File: src/rtl/sdcm_pkg.sv
package sdcm_pkg;

    localparam int NUM_BANKS = 2;
    localparam int MAX_BL    = 8;
    localparam int MRS_GAP   = 2;

    typedef enum logic [3:0] {
        CMD_NOP      = 4'd0,
        CMD_MRS      = 4'd1,
        CMD_AREF     = 4'd2,
        CMD_SREF_IN  = 4'd3,
        CMD_SREF_OUT = 4'd4,
        CMD_ACT      = 4'd5,
        CMD_RD       = 4'd6,
        CMD_WR       = 4'd7,
        CMD_BST      = 4'd8,
        CMD_PRE      = 4'd9
    } cmd_e;

    typedef enum logic [2:0] {
        BK_IDLE     = 3'd0,
        BK_OPEN     = 3'd1,
        BK_BURST    = 3'd2,
        BK_BURST_AP = 3'd3,
        BK_RECOVER  = 3'd4
    } bank_e;

    typedef enum logic [2:0] {
        ERR_NONE         = 3'd0,
        ERR_BUSY_BANKS   = 3'd1,
        ERR_MRS_HOLD     = 3'd2,
        ERR_AP_LOCK      = 3'd3,
        ERR_TRP          = 3'd4,
        ERR_CLOSED       = 3'd5,
        ERR_NO_BURST     = 3'd6,
        ERR_ALREADY_OPEN = 3'd7
    } err_e;

    // Strobe decode for an edge where the command is taken (chip selected)
    function automatic cmd_e pin_cmd(input logic ras_n, input logic cas_n, input logic we_n);
        case ({ras_n, cas_n, we_n})
            3'b000:  return CMD_MRS;
            3'b001:  return CMD_AREF;
            3'b011:  return CMD_ACT;
            3'b101:  return CMD_RD;
            3'b100:  return CMD_WR;
            3'b110:  return CMD_BST;
            3'b010:  return CMD_PRE;
            default: return CMD_NOP;
        endcase
    endfunction

    // Mode code to burst length
    function automatic logic [3:0] bl_from_code(input logic [2:0] code);
        case (code)
            3'd0:    return 4'd1;
            3'd1:    return 4'd2;
            3'd2:    return 4'd4;
            default: return 4'd8;
        endcase
    endfunction

endpackage

File: src/rtl/sdcm_decode.sv
module sdcm_decode
    import sdcm_pkg::*;
(
    input  logic clk,
    input  logic rst,
    input  logic cke,
    input  logic cs_n,
    input  logic ras_n,
    input  logic cas_n,
    input  logic we_n,
    input  logic sref_ok,
    output cmd_e cmd
);
    logic cke_q;
    logic in_sref_q;

    always_comb begin
        cmd = CMD_NOP;
        if (!cke_q) begin
            if (in_sref_q && cke) cmd = CMD_SREF_OUT;
        end else if (!cs_n) begin
            cmd = pin_cmd(ras_n, cas_n, we_n);
            if (cmd == CMD_AREF && !cke) cmd = CMD_SREF_IN;
        end
    end

    always_ff @(posedge clk) begin
        if (rst) begin
            cke_q     <= 1'b1;
            in_sref_q <= 1'b0;
        end else begin
            cke_q <= cke;
            if (sref_ok)                 in_sref_q <= 1'b1;
            else if (cmd == CMD_SREF_OUT) in_sref_q <= 1'b0;
        end
    end

    // while clock enable stays low, nothing but the self-refresh exit can decode
    p_suspend_quiet_r2: assert property (@(posedge clk) disable iff (rst)
        (!cke_q && cmd != CMD_NOP) |-> (cmd == CMD_SREF_OUT && in_sref_q));

endmodule

File: src/rtl/sdcm_bank.sv
module sdcm_bank
    import sdcm_pkg::*;
#(
    parameter int TRP = 3
) (
    input  logic       clk,
    input  logic       rst,
    input  logic [3:0] bl,
    input  logic       go_act,
    input  logic       go_burst,
    input  logic       go_ap,
    input  logic       go_close,
    input  logic       go_stop,
    output bank_e      eff_o,
    output bank_e      state_o
);
    localparam int CNT_W = $clog2(MAX_BL);
    localparam int TRP_W = $clog2(TRP + 1);

    bank_e            state_q;
    logic [CNT_W-1:0] cnt_q;
    logic [TRP_W-1:0] rcnt_q;

    // State as seen by a command at this edge: expired counters already applied
    always_comb begin
        case (state_q)
            BK_BURST:    eff_o = (cnt_q == '0)  ? BK_OPEN    : BK_BURST;
            BK_BURST_AP: eff_o = (cnt_q == '0)  ? BK_RECOVER : BK_BURST_AP;
            BK_RECOVER:  eff_o = (rcnt_q == '0) ? BK_IDLE    : BK_RECOVER;
            default:     eff_o = state_q;
        endcase
    end

    always_ff @(posedge clk) begin
        if (rst) begin
            state_q <= BK_IDLE;
            cnt_q   <= '0;
            rcnt_q  <= '0;
        end else begin
            state_q <= eff_o;
            if (cnt_q != '0)  cnt_q  <= cnt_q - 1'b1;
            if (rcnt_q != '0) rcnt_q <= rcnt_q - 1'b1;
            if (state_q == BK_BURST_AP && cnt_q == '0) rcnt_q <= TRP_W'(TRP - 1);

            if (go_act) begin
                state_q <= BK_OPEN;
            end else if (go_burst) begin
                state_q <= go_ap ? BK_BURST_AP : BK_BURST;
                cnt_q   <= CNT_W'(bl - 4'd1);
            end else if (go_close) begin
                state_q <= BK_IDLE;
            end else if (go_stop) begin
                if (eff_o == BK_BURST) begin
                    state_q <= BK_OPEN;
                end else if (eff_o == BK_BURST_AP) begin
                    state_q <= BK_RECOVER;
                    rcnt_q  <= TRP_W'(TRP - 1);
                end
            end
        end
    end

    assign state_o = state_q;

    // an auto-precharge burst is only cut short by a burst stop
    p_ap_hold_r6: assert property (@(posedge clk) disable iff (rst)
        (state_q == BK_BURST_AP && cnt_q != '0 && !go_stop) |=> state_q == BK_BURST_AP);

    // a recovering bank cannot be reopened before its counter expires
    p_recover_hold_r6: assert property (@(posedge clk) disable iff (rst)
        (state_q == BK_RECOVER && rcnt_q != '0) |=> state_q == BK_RECOVER);

endmodule

File: src/rtl/sdcm_dqm.sv
module sdcm_dqm #(
    parameter int RD_LAT = 2
) (
    input  logic clk,
    input  logic rst,
    input  logic dqm,
    output logic wr_mask_o,
    output logic rd_hiz_o
);
    localparam int QW = $clog2(RD_LAT + 2);

    logic [RD_LAT:0] pipe_q;

    always_ff @(posedge clk) begin
        if (rst) pipe_q[0] <= 1'b0;
        else     pipe_q[0] <= dqm;
    end

    for (genvar s = 1; s <= RD_LAT; s++) begin : g_stage
        always_ff @(posedge clk) begin
            if (rst) pipe_q[s] <= 1'b0;
            else     pipe_q[s] <= pipe_q[s-1];
        end
    end

    assign wr_mask_o = pipe_q[0];
    assign rd_hiz_o  = pipe_q[RD_LAT];

    // Checker: edges since the mask pin was last sampled high
    logic [QW-1:0] quiet_q;
    always_ff @(posedge clk) begin
        if (rst)                           quiet_q <= QW'(RD_LAT + 1);
        else if (dqm)                      quiet_q <= '0;
        else if (quiet_q != QW'(RD_LAT + 1)) quiet_q <= quiet_q + 1'b1;
    end

    p_rd_hiz_on_r10: assert property (@(posedge clk) disable iff (rst)
        (quiet_q == QW'(RD_LAT)) |-> rd_hiz_o);
    p_rd_hiz_off_r10: assert property (@(posedge clk) disable iff (rst)
        (quiet_q > QW'(RD_LAT)) |-> !rd_hiz_o);

endmodule

File: src/rtl/sdram_cmd_monitor.sv
module sdram_cmd_monitor
    import sdcm_pkg::*;
#(
    parameter int BL_DEFAULT = 4,
    parameter int TRP        = 3,
    parameter int RD_LAT     = 2,
    parameter int COL_W      = 9
) (
    input  logic                   clk,
    input  logic                   rst,
    input  logic                   cke,
    input  logic                   cs_n,
    input  logic                   ras_n,
    input  logic                   cas_n,
    input  logic                   we_n,
    input  logic                   dqm,
    input  logic                   ba,
    input  logic                   ap,
    input  logic [COL_W-1:0]       addr,
    output logic [3:0]             cmd_o,
    output logic                   viol_o,
    output logic [2:0]             err_o,
    output logic [3*NUM_BANKS-1:0] bank_state_o,
    output logic [3:0]             bl_o,
    output logic [COL_W-1:0]       col_o,
    output logic                   wr_mask_o,
    output logic                   rd_hiz_o
);
    localparam int GW = $clog2(MRS_GAP + 1);

    cmd_e  cmd;
    err_e  err;
    logic  ok;
    logic  sref_ok;
    logic  any_ap, any_burst, both_idle, rw;
    bank_e eff   [NUM_BANKS];
    bank_e state [NUM_BANKS];

    logic [GW-1:0]   guard_q;
    logic [3:0]      bl_q;
    cmd_e            cmd_q;
    err_e            err_q;
    logic            viol_q;
    logic [COL_W-1:0] col_q;

    sdcm_decode u_decode (
        .clk     (clk),
        .rst     (rst),
        .cke     (cke),
        .cs_n    (cs_n),
        .ras_n   (ras_n),
        .cas_n   (cas_n),
        .we_n    (we_n),
        .sref_ok (sref_ok),
        .cmd     (cmd)
    );

    // Legality of the command at this edge
    always_comb begin
        any_ap    = (eff[0] == BK_BURST_AP) || (eff[1] == BK_BURST_AP);
        any_burst = any_ap || (eff[0] == BK_BURST) || (eff[1] == BK_BURST);
        both_idle = (eff[0] == BK_IDLE) && (eff[1] == BK_IDLE);
        rw        = (cmd == CMD_RD) || (cmd == CMD_WR);
        err       = ERR_NONE;
        if (guard_q != '0 && cmd != CMD_NOP) begin
            err = ERR_MRS_HOLD;
        end else begin
            case (cmd)
                CMD_MRS, CMD_AREF, CMD_SREF_IN:
                    if (!both_idle) err = ERR_BUSY_BANKS;
                CMD_ACT:
                    if (eff[ba] == BK_RECOVER)   err = ERR_TRP;
                    else if (eff[ba] != BK_IDLE) err = ERR_ALREADY_OPEN;
                CMD_RD, CMD_WR:
                    if (any_ap) err = ERR_AP_LOCK;
                    else if (eff[ba] != BK_OPEN && eff[ba] != BK_BURST) err = ERR_CLOSED;
                CMD_BST:
                    if (!any_burst) err = ERR_NO_BURST;
                default: err = ERR_NONE;
            endcase
        end
        ok      = (err == ERR_NONE);
        sref_ok = ok && (cmd == CMD_SREF_IN);
    end

    for (genvar g = 0; g < NUM_BANKS; g++) begin : g_bank
        logic hit;
        assign hit = (int'(ba) == g);

        sdcm_bank #(.TRP(TRP)) u_bank (
            .clk      (clk),
            .rst      (rst),
            .bl       (bl_q),
            .go_act   (ok && cmd == CMD_ACT && hit),
            .go_burst (ok && rw && hit),
            .go_ap    (ap),
            .go_close (ok && cmd == CMD_PRE && (ap || hit) &&
                       (eff[g] == BK_OPEN || eff[g] == BK_BURST)),
            .go_stop  (ok && (cmd == CMD_BST || (rw && !hit))),
            .eff_o    (eff[g]),
            .state_o  (state[g])
        );

        assign bank_state_o[3*g +: 3] = state[g];
    end

    always_ff @(posedge clk) begin
        if (rst) begin
            guard_q <= '0;
            bl_q    <= 4'(BL_DEFAULT);
            cmd_q   <= CMD_NOP;
            err_q   <= ERR_NONE;
            viol_q  <= 1'b0;
            col_q   <= '0;
        end else begin
            if (ok && cmd == CMD_MRS) begin
                guard_q <= GW'(MRS_GAP);
                bl_q    <= bl_from_code(addr[2:0]);
            end else if (guard_q != '0) begin
                guard_q <= guard_q - 1'b1;
            end
            if (ok && rw) col_q <= addr;
            cmd_q  <= cmd;
            err_q  <= err;
            viol_q <= !ok;
        end
    end

    sdcm_dqm #(.RD_LAT(RD_LAT)) u_dqm (
        .clk       (clk),
        .rst       (rst),
        .dqm       (dqm),
        .wr_mask_o (wr_mask_o),
        .rd_hiz_o  (rd_hiz_o)
    );

    assign cmd_o = cmd_q;
    assign err_o = err_q;
    assign viol_o = viol_q;
    assign bl_o  = bl_q;
    assign col_o = col_q;

    // a no operation is never reported as a violation
    p_nop_clean_r1: assert property (@(posedge clk) disable iff (rst)
        viol_o |-> cmd_o != CMD_NOP);

    // the violation flag and the error code agree
    p_viol_code_r11: assert property (@(posedge clk) disable iff (rst)
        viol_o == (err_o != ERR_NONE));

    // a real command right after a legal mode set is flagged
    p_mrs_hold_r8: assert property (@(posedge clk) disable iff (rst)
        ($past(cmd_o == CMD_MRS && !viol_o) && cmd_o != CMD_NOP) |-> viol_o);

endmodule

File: config.mk
export PLATFORM = sky130hd
export DESIGN_NAME = sdram_cmd_monitor
export DESIGN_NICKNAME = d
export VERILOG_FILES = /design/src/rtl/sdcm_pkg.sv /design/src/rtl/sdcm_decode.sv /design/src/rtl/sdcm_bank.sv /design/src/rtl/sdcm_dqm.sv /design/src/rtl/sdram_cmd_monitor.sv
export SDC_FILE = /design/constraint.sdc
export NUM_CORES = 1
export LEC_CHECK = 0
export BUFFER_PORTS_ARGS = -buffer_cell sky130_fd_sc_hd__buf_4
export CORE_MARGIN = 5
export CORE_UTILIZATION = 30
export CTS_CLUSTER_DIAMETER = 50
export CTS_CLUSTER_SIZE = 12
export DETAILED_ROUTE_END_ITERATION = 16
export HOLD_SLACK_MARGIN = 0.08
export MAX_ROUTING_LAYER = met4
export PLACE_DENSITY_LB_ADDON = 0.25
export SLEW_MARGIN = 20
export SYNTH_ARGS = -nofsm -noshare
export SYNTH_HDL_FRONTEND = slang
export SYNTH_SLANG_ARGS = --single-unit
File: constraint.sdc
create_clock -name clk -period 2.2 [get_ports clk]
set_input_delay 0.44 -clock clk [delete_from_list [all_inputs] [get_ports clk]]
set_output_delay 0.44 -clock clk [all_outputs]
set_load 0.02 [all_outputs]
==> load_flow_metrics.sql <==
INSERT INTO impl_metrics (metric_group, metric, value, unit) VALUES
('run_status', 'outcome', 'finished with violations', ''),
('run_status', 'violations_in_the_final_reports', 'negative setup slack', ''),
('grt', 'pin_count_of_the_biggest_net_entering_global_routing', '50', ''),
('floorplan', 'floorplan.die.height', '98.4', 'µm'),
('final_layout', 'layout.cells.non_filler', '476', ''),
('cts', 'total_number_of_h_tree_levels', '2', ''),
('logic_synthesis', 'synth_nets', '304', ''),
('sta', 'timing_worst_slew_pin_value', '0.533', 'ns'),
('sta', 'final.setup.worst_slack', '-0.0955', 'ns'),
('grt', 'first_global_vias', '2356', ''),
('power_and_ir_drop', 'ir_worst_vdd', '308', 'µV'),
('logic_synthesis', 'synthAdderAreaFrac', '3.74', '%'),
('final_layout', 'layout-drive-gt1-share', '44.4', '%'),
('routing', 'post_drt_wl_per_cell', '14.4', 'µm'),
('logic_synthesis', 'synth_sequential_area_ratio', '37.6', '%'),
('routing', 'detail_route.vias_per_cell', '4.99', ''),
('logic_synthesis', 'synth_compound_gate_area_share', '19.7', '%'),
('floorplan', 'die_area', '0.00968', 'mm²'),
('setup_path', 'worstPathBufferInverterCount', '4', ''),
('cts', 'cts_made_buffers', '5', ''),
('sta', 'rsz0062_at_grt', 'yes', ''),
('cts', 'cts-root-buf', 'clkbuf_8', ''),
('final_layout', 'num-nets-final', '399', ''),
('setup_path', 'timing.critical_path.cells', 'inv_2 -> ha_4 -> ha_4 -> and4b_1 -> o32ai_2 -> a22oi_2 -> buf_4 -> buf_6 -> nand2_4 -> nor2_4 -> buf_6 -> a31o_2 -> a221oi_1', ''),
('setup_path', 'worstSetupEndpointType', 'flop', ''),
('cts', 'tritoncts_num_sinks', '44', ''),
('logic_synthesis', 'synthDistinctLibCells', '55', ''),
('logic_synthesis', 'largest_family_of_logic_cells_by_synthesized_area', 'simple AND/OR/NAND/NOR gates', ''),
('routing', 'wl_met3', '351', 'µm'),
('sta', 'fin_crit', '2.30', 'ns'),
('setup_path', 'cp_data_arrival_time', '2.51', 'ns'),
('routing', 'wl_met2', '3360', 'µm'),
('routing', 'total_wirelength_of_the_detailed_routed_design', '6870', 'µm'),
('sta', 'clock_skew', '0.0114', 'ns'),
('setup_path', 'critical_path.startpoint_type', 'flop', ''),
('floorplan', 'pin_count', '48', ''),
('cts', 'cts_max_path_buffers', '2', ''),
('logic_synthesis', 'synth_simple_gate_area_share', '24.8', '%'),
('logic_synthesis', 'count_of_flip_flops_with_a_built_in_enable_after_synthesis', '0', ''),
('grt', 'grt_usage', '14.6', '%'),
('logic_synthesis', 'synth_area_per_cell', '8.43', 'µm²'),
('logic_synthesis', 'syn_area', '0.00234', 'mm²'),
('sta', 'slew_headroom', '64.5', '%'),
('placement', 'placed_cells', '458', ''),
('placement', 'io_buffers', '47', ''),
('final_layout', 'n_antenna_cell', '0', ''),
('floorplan', 'rows', '32', ''),
('cts', 'clk-insertion-delay-late', '0.31', 'ns'),
('cts', 'cts_hold_buf', '0', ''),
('logic_synthesis', 'synth-seq-cells', '44', ''),
('power_and_ir_drop', 'switching_share', '31.2', '%'),
('grt', 'grt_antenna_before_repair', '0', ''),
('grt', 'grt_overflow', '0', ''),
('setup_path', 'timing.critical_path.slowest_stage_cell', 'dfxtp_2', ''),
('placement', 'placedInstanceArea', '0.00321', 'mm²'),
('routing', 'final_antenna_net_count', '0', ''),
('logic_synthesis', 'proportion_of_synthesized_area_in_mux_cells', '4.75', '%'),
('power_and_ir_drop', 'combPwrFrac', '32.5', '%'),
('routing', 'remaining_drc_errors', '0', ''),
('power_and_ir_drop', 'pwr_density_cell', '634', 'mW/mm²'),
('logic_synthesis', 'ys.flop_type', 'dfxtp_1', ''),
('routing', 'dr_total_vias', '2374', ''),
('sta', 'post-route-period-util', '104', '%'),
('final_layout', 'final_area', '0.00358', 'mm²'),
('final_layout', 'area_growth', '52.8', '%'),
('setup_path', 'critical_path.max_fanout', '5', ''),
('setup_path', 'timing.critical_path.max_delay_family', 'compound AO/OA/AOI/OAI gates', ''),
('power_and_ir_drop', 'p_clk_share', '29.0', '%'),
('min_path', 'holdCritPathClass', 'input pin to flop', ''),
('sta', 'setup_viol', '15', ''),
('sta', 'timing_hold_violations_final', '0', '');
-- cell usage in the layout (no fill, tap or decap), drive strengths merged, types with 3 or more instances in the layout --
master  Yosys  layout
o21ai       8       8
clkbuf      6       6
xnor2       3       3
nor2       35      35
inv        16      17
nor4        5       5
a221oi      3       3
ha          7       7
a21oi      20      20
nor3       11      11
dfxtp      44      44
a211oi      7       7
nor3b       3       3
xor2        4       4
nor2b       7       7
buf        14     107
nand2b      5       5
mux2i      10      10
o211ai      3       3
nand2      15      15
nand4       4       4
and3        4       4
o31ai       4       4
nand3       5       5
a21o        3       3
nand3b      4       4
-- routing by layer --
metal	GRT usage (%)	vias to the layer above
met4	4.52	0
met2	23.2	70
met3	3.71	3
met5	-	-
met1	18.3	1123
li1	-	1178
-- logic make-up (layout without fill, tap and decap cells) --
kind of cell,after synthesis,in the layout
compound gates,67,67
xor+xnor,7,7
mux,11,11
buf+inv,36,132
flops,44,44
fa+ha+maj,7,7
simple gates,106,106
-- flip-flops by register name (all words and copies together) (netlist names), 2 cells and up --
signal and flops:
bl_o 4, col_o 9, cmd_o 4, g_bank.u_bank.cnt_q 6, g_bank.u_bank.rcnt_q 4, g_bank.u_bank.state_o 6
err_o 3, guard_q 2
-- cell type report --
class | instances | area, µm²
clock inverter | 3 | 46.3
timing repair buffer | 108 | 875
fill | 776 | 4110
tap | 102 | 128
inverter | 16 | 60.1
multi-input combinational | 198 | 1520
sequential | 44 | 886
clock buffer | 5 | 68.8
-- per-stage QoR --
stage               hold slack (ns)  total power, mW  TNS [ns]  setup WS, ns  utilization (%)
floorplan                     0.413             1.33    -0.506       -0.0559                -
global placement              0.420             1.54     -2.52        -0.203             41.7
detailed placement            0.428             1.56     -2.29        -0.164             41.7
CTS                           0.341             2.24    -0.497       -0.0880             44.3
global route                  0.338             2.41     -3.76        -0.223             46.6
finish                        0.347             2.27    -0.329       -0.0955             46.6
-- repair_timing --
item | in CTS | in global routing
endpoints found under the setup margin | 24 | 30
cloned | 0 | 1
buffers inserted | 5 | 5
pin swaps | 8 | 8
resized for setup | 11 | 31
-- worst paths after layout --
kind | endpoint | depth (start not counted) | slack (ns) | startpoint
max | g_bank[0].u_bank.state_o[1] | 13 | -0.1 | g_bank[0].u_bank.cnt_q[0]
min | u_decode.cke_q | 2 | 0.35 | cke
max reg2reg | g_bank[0].u_bank.state_o[1] | 13 | -0.1 | g_bank[0].u_bank.cnt_q[0]
min reg2reg | u_dqm.rd_hiz_o | 1 | 0.45 | u_dqm.pipe_q[1]
-- cell usage after synthesis, types with 5 or more instances --
master / instances / area share, %
dfxtp_1: 44 / 38
o21ai_0: 8 / 1.7
mux2i_1: 10 / 4.3
nand2_1: 15 / 2.4
ha_1: 7 / 3.7
clkbuf_1: 6 / 0.96
a21oi_1: 20 / 4.3
inv_1: 16 / 2.6
nand2b_1: 5 / 1.3
nor2_1: 35 / 5.6
a211oi_1: 6 / 1.9
nor3_1: 9 / 1.9
buf_2: 11 / 2.3
nor2b_1: 7 / 1.9
nand3_1: 5 / 1.1
-- power by group through the flow --
stage               Combinational (mW)  Sequential (mW)  Clock [mW]
finish                           0.737            0.876       0.658
global route                     0.811            0.882       0.718
CTS                              0.685            0.874       0.678
detailed placement               0.667            0.890           0
global placement                 0.653            0.889           0
floorplan                        0.429            0.905           0
No activity file was read; power rests on OpenSTA's default activity.
